File: src/rtl/uart_irq_pkg.sv
package uart_irq_pkg;
   localparam int NSRC   = 7;
   localparam int CODE_W = 6;
   localparam int IER_W  = 8;

   // Source indices, lowest index is highest priority
   localparam int S_LINE  = 0;
   localparam int S_RX    = 1;
   localparam int S_TX    = 2;
   localparam int S_MODEM = 3;
   localparam int S_XOFF  = 4;
   localparam int S_CTS   = 5;
   localparam int S_RTS   = 6;

   localparam logic [CODE_W-1:0] CODE_NONE = 6'b000001;

   function automatic logic [CODE_W-1:0] src_code(input int idx);
      case (idx)
         S_LINE:  return 6'b000110;
         S_RX:    return 6'b000100;
         S_TX:    return 6'b000010;
         S_MODEM: return 6'b000000;
         S_XOFF:  return 6'b010000;
         default: return 6'b100000;
      endcase
   endfunction
endpackage

File: src/rtl/irq_rise_det.sv
module irq_rise_det #(
   parameter int N           = 2,
   parameter int SYNC_STAGES = 2
) (
   input  logic         clk,
   input  logic         rst_n,
   input  logic [N-1:0] lvl,
   output logic [N-1:0] rise
);
   logic [N-1:0] lvl_s;
   logic [N-1:0] prev;

   generate
      if (SYNC_STAGES < 0 || SYNC_STAGES > 4) begin : g_bad
         $error("SYNC_STAGES must be 0..4");
      end
      if (SYNC_STAGES == 0) begin : g_nosync
         assign lvl_s = lvl;
      end else begin : g_sync
         logic [N-1:0] st [SYNC_STAGES];
         always_ff @(posedge clk or negedge rst_n) begin
            if (!rst_n) begin
               for (int i = 0; i < SYNC_STAGES; i++) st[i] <= '0;
            end else begin
               st[0] <= lvl;
               for (int i = 1; i < SYNC_STAGES; i++) st[i] <= st[i-1];
            end
         end
         assign lvl_s = st[SYNC_STAGES-1];
      end
   endgenerate

   always_ff @(posedge clk or negedge rst_n) begin
      if (!rst_n) prev <= '0;
      else        prev <= lvl_s;
   end

   assign rise = lvl_s & ~prev;

   // A detected edge never lasts two cycles
   assert_single_pulse_R7: assert property (@(posedge clk) disable iff (!rst_n)
      (rise != '0) |=> ((rise & $past(rise)) == '0));
endmodule

File: src/rtl/xoff_seq_match.sv
module xoff_seq_match #(
   parameter int CHAR_W = 8
) (
   input  logic              clk,
   input  logic              rst_n,
   input  logic              flow_en,
   input  logic              pair_mode,
   input  logic              valid,
   input  logic [CHAR_W-1:0] ch,
   input  logic [CHAR_W-1:0] c1,
   input  logic [CHAR_W-1:0] c2,
   output logic              match
);
   generate
      if (CHAR_W < 5 || CHAR_W > 8) begin : g_bad
         $error("CHAR_W must be 5..8");
      end
   endgenerate

   logic armed;
   logic hit1, hit2;

   assign hit1 = (ch == c1);
   assign hit2 = (ch == c2);

   always_ff @(posedge clk or negedge rst_n) begin
      if (!rst_n)                armed <= 1'b0;
      else if (!flow_en)         armed <= 1'b0;
      else if (valid)            armed <= pair_mode & hit1;
   end

   always_comb begin
      match = 1'b0;
      if (flow_en && valid)
         match = pair_mode ? (armed & hit2) : hit1;
   end

   // The first character of a pair arms the matcher only through a valid strobe
   assert_arm_by_char_R9: assert property (@(posedge clk) disable iff (!rst_n)
      $rose(armed) |-> $past(valid) && $past(pair_mode));
endmodule

File: src/rtl/irq_pend_bank.sv
module irq_pend_bank #(
   parameter int N = 7
) (
   input  logic         clk,
   input  logic         rst_n,
   input  logic [N-1:0] set,
   input  logic [N-1:0] clr,
   output logic [N-1:0] pend
);
   generate
      for (genvar i = 0; i < N; i++) begin : g_bit
         always_ff @(posedge clk or negedge rst_n) begin
            if (!rst_n)      pend[i] <= 1'b0;
            else if (set[i]) pend[i] <= 1'b1;
            else if (clr[i]) pend[i] <= 1'b0;
         end
      end
   endgenerate

   // A new event outranks a clear of the same source
   assert_set_wins_R6: assert property (@(posedge clk) disable iff (!rst_n)
      (set != '0) |=> ((pend & $past(set)) == $past(set)));
   // A flag only drops when a read targeted it
   assert_clear_by_read_R5: assert property (@(posedge clk) disable iff (!rst_n)
      1'b1 |=> ((~pend & $past(pend) & ~$past(clr)) == '0));
endmodule

File: src/rtl/irq_prio_sel.sv
module irq_prio_sel
   import uart_irq_pkg::*;
#(
   parameter int N = NSRC
) (
   input  logic [N-1:0]      req,
   output logic [N-1:0]      grant,
   output logic [CODE_W-1:0] code
);
   always_comb begin
      grant = '0;
      code  = CODE_NONE;
      for (int i = N-1; i >= 0; i--) begin
         if (req[i]) begin
            grant    = '0;
            grant[i] = 1'b1;
            code     = src_code(i);
         end
      end
   end

   always_comb begin
      assert_grant_onehot_R3: assert ($onehot0(grant));
   end
endmodule

File: src/rtl/uart_irq_ctrl.sv
module uart_irq_ctrl
   import uart_irq_pkg::*;
#(
   parameter int CHAR_W      = 8,
   parameter int SYNC_STAGES = 2
) (
   input  logic              clk,
   input  logic              rst_n,
   input  logic              ier_wr,
   input  logic [7:0]        ier_wdata,
   output logic [7:0]        ier_rdata,
   input  logic              efr_wr,
   input  logic              efr_wdata,
   input  logic              isr_rd,
   output logic [5:0]        isr_code,
   output logic              irq,
   input  logic              ev_line_err,
   input  logic              ev_rx_ready,
   input  logic              ev_tx_empty,
   input  logic              ev_modem,
   input  logic              rts_in,
   input  logic              cts_in,
   input  logic              sw_flow_en,
   input  logic              xoff_pair_mode,
   input  logic [CHAR_W-1:0] xoff_char1,
   input  logic [CHAR_W-1:0] xoff_char2,
   input  logic              rx_char_valid,
   input  logic [CHAR_W-1:0] rx_char,
   input  logic              sleep_req,
   output logic              sleep_active
);
   localparam int LOW_W = IER_W / 2;

   logic [IER_W-1:0] ier_q;
   logic             gate_q;
   logic [1:0]       hs_rise;
   logic             xoff_hit;
   logic [NSRC-1:0]  set_v, clr_v, pend, en_v, grant;

   always_ff @(posedge clk or negedge rst_n) begin
      if (!rst_n) gate_q <= 1'b0;
      else if (efr_wr) gate_q <= efr_wdata;
   end

   always_ff @(posedge clk or negedge rst_n) begin
      if (!rst_n) begin
         ier_q <= '0;
      end else if (ier_wr) begin
         ier_q[LOW_W-1:0] <= ier_wdata[LOW_W-1:0];
         if (gate_q) ier_q[IER_W-1:LOW_W] <= ier_wdata[IER_W-1:LOW_W];
      end
   end
   assign ier_rdata = ier_q;

   irq_rise_det #(.N(2), .SYNC_STAGES(SYNC_STAGES)) u_rise (
      .clk(clk), .rst_n(rst_n), .lvl({cts_in, rts_in}), .rise(hs_rise));

   xoff_seq_match #(.CHAR_W(CHAR_W)) u_xoff (
      .clk(clk), .rst_n(rst_n), .flow_en(sw_flow_en), .pair_mode(xoff_pair_mode),
      .valid(rx_char_valid), .ch(rx_char), .c1(xoff_char1), .c2(xoff_char2),
      .match(xoff_hit));

   always_comb begin
      set_v          = '0;
      set_v[S_LINE]  = ev_line_err;
      set_v[S_RX]    = ev_rx_ready;
      set_v[S_TX]    = ev_tx_empty;
      set_v[S_MODEM] = ev_modem;
      set_v[S_XOFF]  = xoff_hit;
      set_v[S_CTS]   = hs_rise[1];
      set_v[S_RTS]   = hs_rise[0];
      en_v           = '0;
      en_v[S_LINE]   = ier_q[2];
      en_v[S_RX]     = ier_q[0];
      en_v[S_TX]     = ier_q[1];
      en_v[S_MODEM]  = ier_q[3];
      en_v[S_XOFF]   = ier_q[5];
      en_v[S_CTS]    = ier_q[7];
      en_v[S_RTS]    = ier_q[6];
   end

   irq_pend_bank #(.N(NSRC)) u_pend (
      .clk(clk), .rst_n(rst_n), .set(set_v), .clr(clr_v), .pend(pend));

   irq_prio_sel #(.N(NSRC)) u_prio (
      .req(pend & en_v), .grant(grant), .code(isr_code));

   assign clr_v = isr_rd ? grant : '0;
   assign irq   = |(pend & en_v);

   always_ff @(posedge clk or negedge rst_n) begin
      if (!rst_n) sleep_active <= 1'b0;
      else        sleep_active <= sleep_req & ier_q[4] & ~irq;
   end

   assert_upper_locked_R2: assert property (@(posedge clk) disable iff (!rst_n)
      (ier_wr && !gate_q) |=> ier_q[IER_W-1:LOW_W] == $past(ier_q[IER_W-1:LOW_W]));
   assert_code_vs_line_R3: assert property (@(posedge clk) disable iff (!rst_n)
      (isr_code == CODE_NONE) == !irq);
   assert_one_cleared_R5: assert property (@(posedge clk) disable iff (!rst_n)
      isr_rd |=> ($countones(pend) + 1 >= $countones($past(pend))));
   assert_no_sleep_pending_R10: assert property (@(posedge clk) disable iff (!rst_n)
      irq |=> !sleep_active);
   assert_xoff_gated_R8: assert property (@(posedge clk) disable iff (!rst_n)
      !sw_flow_en |-> !xoff_hit);
endmodule

File: config.mk
export PLATFORM = sky130hd
export DESIGN_NAME = uart_irq_ctrl
export DESIGN_NICKNAME = d
export VERILOG_FILES = /design/src/rtl/uart_irq_pkg.sv /design/src/rtl/irq_rise_det.sv /design/src/rtl/xoff_seq_match.sv /design/src/rtl/irq_pend_bank.sv /design/src/rtl/irq_prio_sel.sv /design/src/rtl/uart_irq_ctrl.sv
export SDC_FILE = /design/constraint.sdc
export NUM_CORES = 1
export LEC_CHECK = 0
export BUFFER_PORTS_ARGS = -buffer_cell sky130_fd_sc_hd__buf_2
export CAP_MARGIN = 40
export CORE_UTILIZATION = 43
export DETAILED_ROUTE_END_ITERATION = 8
export PLACE_DENSITY = 0.89
export SLEW_MARGIN = 10
export SYNTH_ARGS = -nofsm -noshare
export SYNTH_HDL_FRONTEND = slang
export SYNTH_SLANG_ARGS = --single-unit
File: constraint.sdc
create_clock -name clk -period 2.25 [get_ports clk]
set_clock_uncertainty 0.05 [all_clocks]
set_input_delay 0.1125 -clock clk [delete_from_list [all_inputs] [get_ports clk]]
set_output_delay 0.1125 -clock clk [all_outputs]
set_load 0.1 [all_outputs]
== Word level (Yosys, flattened, before mapping) ==
Index checks and enable logic that the tools add are counted.

* Bits in registers: 24
* Bits of input ports: 48
* Output and inout port bits: 16
* Word-level logic and storage cells: 69

* Equality and inequality tests: 3
* Mux-type cells: 33
* Bitwise gates (word level): 8
* Reductions and logical operators: 10

{| class="wikitable"
|+ Operators with widths
! cell !! number
|-
| $mux 7 || 8
|-
| $mux 6 || 7
|-
| $mux 1 || 18
|-
| $eq 8x8->1 || 2
|-
| $reduce_bool 2->1 || 7
|-
| $and 7x7->7 || 1
|-
| $reduce_or 7->1 || 1
|-
| $and 1x1->1 || 4
|-
| $and 2x2->2 || 1
|-
| $ne 2x1->1 const B || 1
|-
| $not 2->2 || 1
|-
| $reduce_and 2->1 || 1
|-
| $logic_and 1x1->1 || 1
|-
| $not 1->1 || 1
|}

== Longest topological paths before layout ==
Gate-level depths: netlist of the first run.

* Depth in word-level cells: 11
* Gate-level depth with buffers: 4
* Mapped depth without buffers: 4

== By module ==
From an unflattened synthesis of the first run, not the netlist that was laid out.

* Cells, all modules: 116
* Area total of the unflattened synthesis: 1277.5 um^2

{| class="wikitable"
|+ By module, submodules not included
! module !! instances !! cells an instance !! area each (um^2) !! sequential area each (um^2)
|-
| uart_irq_ctrl || 1 || 39 || 486.7 || 250.2
|-
| irq_pend_bank || 1 || 21 || 254.0 || 175.2
|-
| xoff_seq_match || 1 || 29 || 239.0 || 25.0
|-
| irq_rise_det || 1 || 8 || 177.7 || 150.1
|-
| irq_prio_sel || 1 || 19 || 120.1 || 0.0
|}

== Worst setup path after synthesis of the first run ==
Ideal clock, no wire load.

* Path kind: flip-flop to output port
* Start point: register ier_q[0], in the netlist ier_rdata[0]
* End point: output port isr_code[5]
* Data arrival time: 3.530 ns
* Data required time: 2.088 ns
* Path slack: -1.442 ns
* Stages on the path, launching flop included: 4
* Path buffers: 0
* Path through: dfrtp_1 > a22oi_2 > nand3_2 > nor3b_1

* Word-level cells in the longest chain between the ends: 3

{| class="wikitable"
|+ Ends and longest elaborated chain
! item !! RTL line !! text
|-
| start, declared || uart_irq_ctrl.sv:34 || <nowiki>logic [IER_W-1:0] ier_q;</nowiki>
|-
| start signal, assigned by index || uart_irq_ctrl.sv:49 || <nowiki>ier_q[LOW_W-1:0] <= ier_wdata[LOW_W-1:0];</nowiki>
|-
| start signal, assigned by index || uart_irq_ctrl.sv:50 || <nowiki>if (gate_q) ier_q[IER_W-1:LOW_W] <= ier_wdata[IER_W-1:LOW_W];</nowiki>
|-
| $and 7x7->7 || uart_irq_ctrl.sv:86 || <nowiki>.req(pend & en_v), .grant(grant), .code(isr_code));</nowiki>
|-
| $mux 6 (2 in series) || irq_prio_sel.sv:14 || <nowiki>if (req[i]) begin</nowiki>
|-
| end, declared || uart_irq_ctrl.sv:15 || <nowiki>output logic [5:0] isr_code,</nowiki>
|}

Every way passes these cells.

== Worst setup path after layout of the first run ==
Ends and elaborated chain as after synthesis.

==> metrics, run 1 <==
Root Buffer clkbuf_4; worst slew pin tran 517.0 ps; crit start category flip-flop; Final Max Slew Viols 0; Site Rows 18; WP data arrival 1960 ps; Buffers on Ports 62; Gate power share 40.3%; synth top area cells dfrtp_1 53%, xor2_1 11%, mux2_2 9.0%, nand2_1 3.3%, nand4_1 2.8%; vias in the first global route 1,039; DRC viols 0; clock power share 16.3%; first-pass GRT wire length 4202 um; fmax 0.4720 GHz; Worst-Skew Late Latency 310 ps; mean routed wirelength per cell 12.82 um; CP peak stage delay 520 ps; HPWL after detailed placement 2053 um; crit-path cells a22oi_2, nand3_4, nor3b_4, buf_2; Setup Crit Path Kind flip-flop to primary output; GRT Total Usage 21.19%; # diodes 0; final setup fails 0; final cell count without fillers 212; crit path time final 2119 ps; Mapped Area 1124 um2; switching power 0.4969 mW; DR vias/cell 5.099; P_int 0.6707 mW; Die Ht 53.12 um; placed cell count 191; Worst Path Buf+Inv 1; initial antenna violation count 0; Initial Util 45.35%; status complete, no violations; worst r2r path cells 4; Max H-tree Level 1; Seq/Total Area, Yosys 53.45%; Synth cell types 24; Clock transition at path regs 120 ps; P_leak 0.8090 nW; GR Overflow Total 0; CP Data Required Time 2090 ps; Gate Count Post-Synth 100; clock sinks 24; RSZ-0062 raised after global routing false; #FFs+latches synth 24; Yosys top cell by area dfrtp_1; Worst path depth 4; CTS tree yes; headroom to the max-slew limit 65.53%; pwr/cell area 682.6 nW/um2; final worst path period share 94.17%; family with the most delay on the worst path flip-flops; Routed Antenna Nets 0; Tightest Hold Check Type input pin to flip-flop; Area Growth Syn to Fin 52.23%; DRT iter0 DRCs 17; crit-path max FO 6; worst vdd ir 501.0 uV; Post-CTS Resized 0; CP Capture Type primary output; syn_nets 148; clock tree buffer depth 2; final-report hold violation count 0; core area 2477 um2; average cell area after synthesis 11.24 um2; Crit-path slowest cell dfrtp_4; max cap viols 0; Die Wd 53.12 um; drt total wl 2717 um; Fin Hold WS 18.14 ps; via count 1,081; Nets 231; hold path depth 2; switch share 42.56%; die area 2821 um2; CTS Buf Count 3; YS warnings 0; total negative slack 0 ps; post-synth top area share 53.45%; global placement routability congestion 0.8294; largest net degree at the start of global routing 25; I/O pin cnt 64; first drt pass iteration count 4; layout cells sized above 1 48.90%; sequential power share 43.3%
[cell families after synthesis]
logic type / count (synthesis) / synth area share, %
muxes: 9 / 9.020
and+or+nand+nor: 32 / 14.92
other: 1 / 0.3338
AOI/OAI and AO/OA: 13 / 7.796
DFF: 24 / 53.45
buffers and inverters: 5 / 2.004
xor gates and xnor gates: 16 / 12.47
[layout make-up]
class / instances / area (um2)
Tap cell: 30 / 37.54
Inverter: 4 / 18.77
Timing Repair Buffer: 79 / 480.5
Clock buffer: 4 / 26.28
Sequential cell: 24 / 611.8
Multi-Input combinational cell: 71 / 535.5
Fill cell: 188 / 767.0
[worst paths after layout]
check	startpoint	endpoint	slack [ps]
min in group asynchronous	rst_n	ier_rdata[4]	250
max reg2reg	ier_rdata[0]	u_pend.pend[5]	720
min	efr_wr	gate_q	20
max	ier_rdata[0]	isr_code[5]	130
min reg2reg	u_rise.g_sync.st[2]	u_rise.lvl_s[0]	320
max in group asynchronous	rst_n	ier_rdata[0]	1510
[flip-flops by register name, summed over array words and instances, names as in the netlist]
| signal | count |
|---|---|
| gate_q | 1 |
| ier_rdata | 8 |
| sleep_active | 1 |
| u_pend.pend | 7 |
| u_rise.g_sync.st | 2 |
| u_rise.lvl_s | 2 |
| u_rise.prev | 2 |
| u_xoff.armed | 1 |
[cell usage after synthesis]
master and n:
a21boi_1 1, a21o_1 4, a22oi_1 1, a22oi_2 1
and2_1 1, and3_1 1, buf_4 1, conb_1 1
dfrtp_1 24, inv_1 4, mux2_2 9, nand2_1 10
nand2b_1 1, nand3_1 5, nand3_2 1, nand4_1 5
nor2_1 2, nor2_2 1, nor3_1 1, nor3b_1 1
nor4_1 3, o21ai_0 6, xnor2_1 2, xor2_1 14
[cells in the final DEF (no fill, tap or decap), drive strengths merged]
cell / instances
nand3: 6
o21ai: 6
dlygate4sd3: 17
a22oi: 2
nor4: 3
buf: 62
and2: 1
nor3: 1
xor2: 14
nand2b: 1
nor3b: 1
a21boi: 1
nor2: 3
mux2: 9
conb: 1
xnor2: 2
and3: 1
nand4: 5
nand2: 10
dfrtp: 24
clkbuf: 4
clkinvlp: 1
inv: 3
a21o: 4
[metrics by stage]
stage,area (um2),setup slack (ps),utilization [%],power [mW]
3_3_place_gp,1514,516.9,61.11,0.9481
5_1_grt,1710,14.98,69.04,1.224
4_1_cts,1710,122.6,69.04,1.174
2_1_floorplan,1174,-186.0,-,0.8487
3_5_place_dp,1514,482.5,61.11,0.9622
6_report,1710,131.2,69.04,1.168
[routing by layer]
layer / wire length, um / share of wire [%] / up-vias / GRT usage, %
met4: 39 / 1.4 / 0 / 9.211
met5: 0 / 0 / - / 0
met1: 1021 / 38 / 508 / 21.45
li1: - / - / 510 / -
met2: 1511 / 56 / 59 / 41.98
met3: 145 / 5.3 / 4 / 2.874
[repair_timing]
action | in CTS | in global routing
hold endpoints to repair | 40 | 0
buffers inserted | 0 | 0
hold buffers | 17 | 0
[power by group through the flow]
stage          registers (mW)  logic [mW]  clock network (mW)
6_report                0.506       0.471               0.191
5_1_grt                 0.512       0.497               0.215
4_1_cts                 0.506       0.471               0.197
3_5_place_dp            0.515       0.447                   0
3_3_place_gp            0.511       0.437                   0
2_1_floorplan           0.669       0.179                   0
(Power assumes the default switching activity.)
==> run 2: changes to the inputs <==
PLACE_DENSITY = not set   (was 0.89)
PLACE_DENSITY_LB_ADDON = 0.05   (was not set)
==> metrics, run 2 (synthesis results as in run 1) <==
status complete, no violations; CP Capture Type primary output; headroom to the max-slew limit 65.50%; Worst-Skew Late Latency 300 ps; Root Buffer clkbuf_4; WP data arrival 1940 ps; Site Rows 18; Tightest Hold Check Type input pin to flip-flop; HPWL after detailed placement 1956 um; die area 2821 um2; setup slack after placement 492.4 ps; area of the multi-input gates 535.5 um2; core area 2477 um2; mean routed wirelength per cell 11.92 um; CTS tree yes; most common cell after layout, fill and taps aside buf_2; Initial Util 45.35%; P_leak 0.8132 nW; max cap viols 0; Final Max Slew Viols 0; Fin Hold WS 25.53 ps; Max H-tree Level 1; GR Overflow Total 0; worst slew pin tran 517.6 ps; crit-path cells a22oi_2, nand3_4, nor3b_4, buf_2; first drt pass iteration count 4; max FFs per register 8; crit start category flip-flop; placed inst area 1514 um2; final setup fails 0; pwr/cell area 675.4 nW/um2; vias in the first global route 973; final-report hold violation count 0; largest net degree at the start of global routing 25; Buffers on Ports 62; drt total wl 2539 um; crit-path max FO 6; DR vias/cell 4.972; DRT iter0 DRCs 6; DRC viols 0; via count 1,059; Finished Core Util 69.44%; layout cells sized above 1 48.63%; CP Data Required Time 2090 ps; family with the most delay on the worst path flip-flops; Setup Crit Path Kind flip-flop to primary output; cell area after layout 1720 um2; GRT Total Usage 20.13%; clock tree buffer depth 2; Die Wd 53.12 um; Clock transition at path regs 130 ps; fmax 0.4760 GHz; crit path time final 2101 ps; Worst Path Buf+Inv 1; setup ws final 149.3 ps; first-pass GRT wire length 4043 um; initial antenna violation count 0; Die Ht 53.12 um; # diodes 0; Routed Antenna Nets 0; post-CTS setup buffer count 0; Reg area 611.8 um2; most frequent cells in the layout 62 x buf_2, 18 x dlygate4sd3_1, 17 x dfrtp_1, 14 x xor2_1, 10 x nand2_1; Area Growth Syn to Fin 53.12%; RSZ-0062 raised after global routing false; fillers 202; Nets 232; CTS Buf Count 3; clock sinks 24; CP peak stage delay 520 ps; final worst path period share 93.37%; global placement routability congestion 0.7618; worst vdd ir 507.3 uV; I/O pin cnt 64; Crit-path slowest cell dfrtp_4
==> run 2: final timing paths <==
path / startpoint / to / slack (ps) / depth (start not counted)
max: ier_rdata[0] / isr_code[5] / 150 / 4
min: sw_flow_en / u_xoff.armed / 30 / 2
max reg2reg: ier_rdata[0] / u_pend.pend[4] / 790 / 4
min reg2reg: u_rise.g_sync.st[3] / u_rise.lvl_s[1] / 310 / 0
max in group asynchronous: rst_n / ier_rdata[0] / 1510 / 2
min in group asynchronous: rst_n / gate_q / 250 / 2
==> run 2: repair_timing <==
item                      CTS  global route
hold endpoints to repair   40             0
hold buffers               18             0
gates resized for setup     0             0
==> run 2: where the power goes <==
group | total (mW) | internal (mW) | switching (mW)
Combinational | 0.470 | 0.130 | 0.339
Clock | 0.186 | 0.0690 | 0.117
Sequential | 0.507 | 0.473 | 0.0336
Total | 1.16 | 0.673 | 0.489
==> run 2: final cells by class <==
class | instances | share of cell area (%)
Inverter | 4 | 1.091
Timing Repair Buffer | 80 | 28.51
Sequential cell | 24 | 35.56
Clock buffer | 4 | 1.527
Tap cell | 30 | 2.182
Multi-Input combinational cell | 71 | 31.13
==> run 2: through the flow <==
| stage | power, mW | std cells | setup TNS, ps |
|---|---|---|---|
| CTS | 1.174 | 213 | 0 |
| floorplan | 0.8487 | 100 | -186.0 |
| finish | 1.162 | 213 | 0 |
| global route | 1.221 | 213 | 0 |
| global placement | 0.9514 | 191 | 0 |
| detailed placement | 0.9607 | 191 | 0 |
==> run 2: metal layers <==
metal	wire (um)	GRT usage, %	part of all wire (%)
met1	1079	23.95	42
met2	1335	36.92	53
met3	110	3.448	4.3
met4	13	5.263	0.51
met5	0	0	0
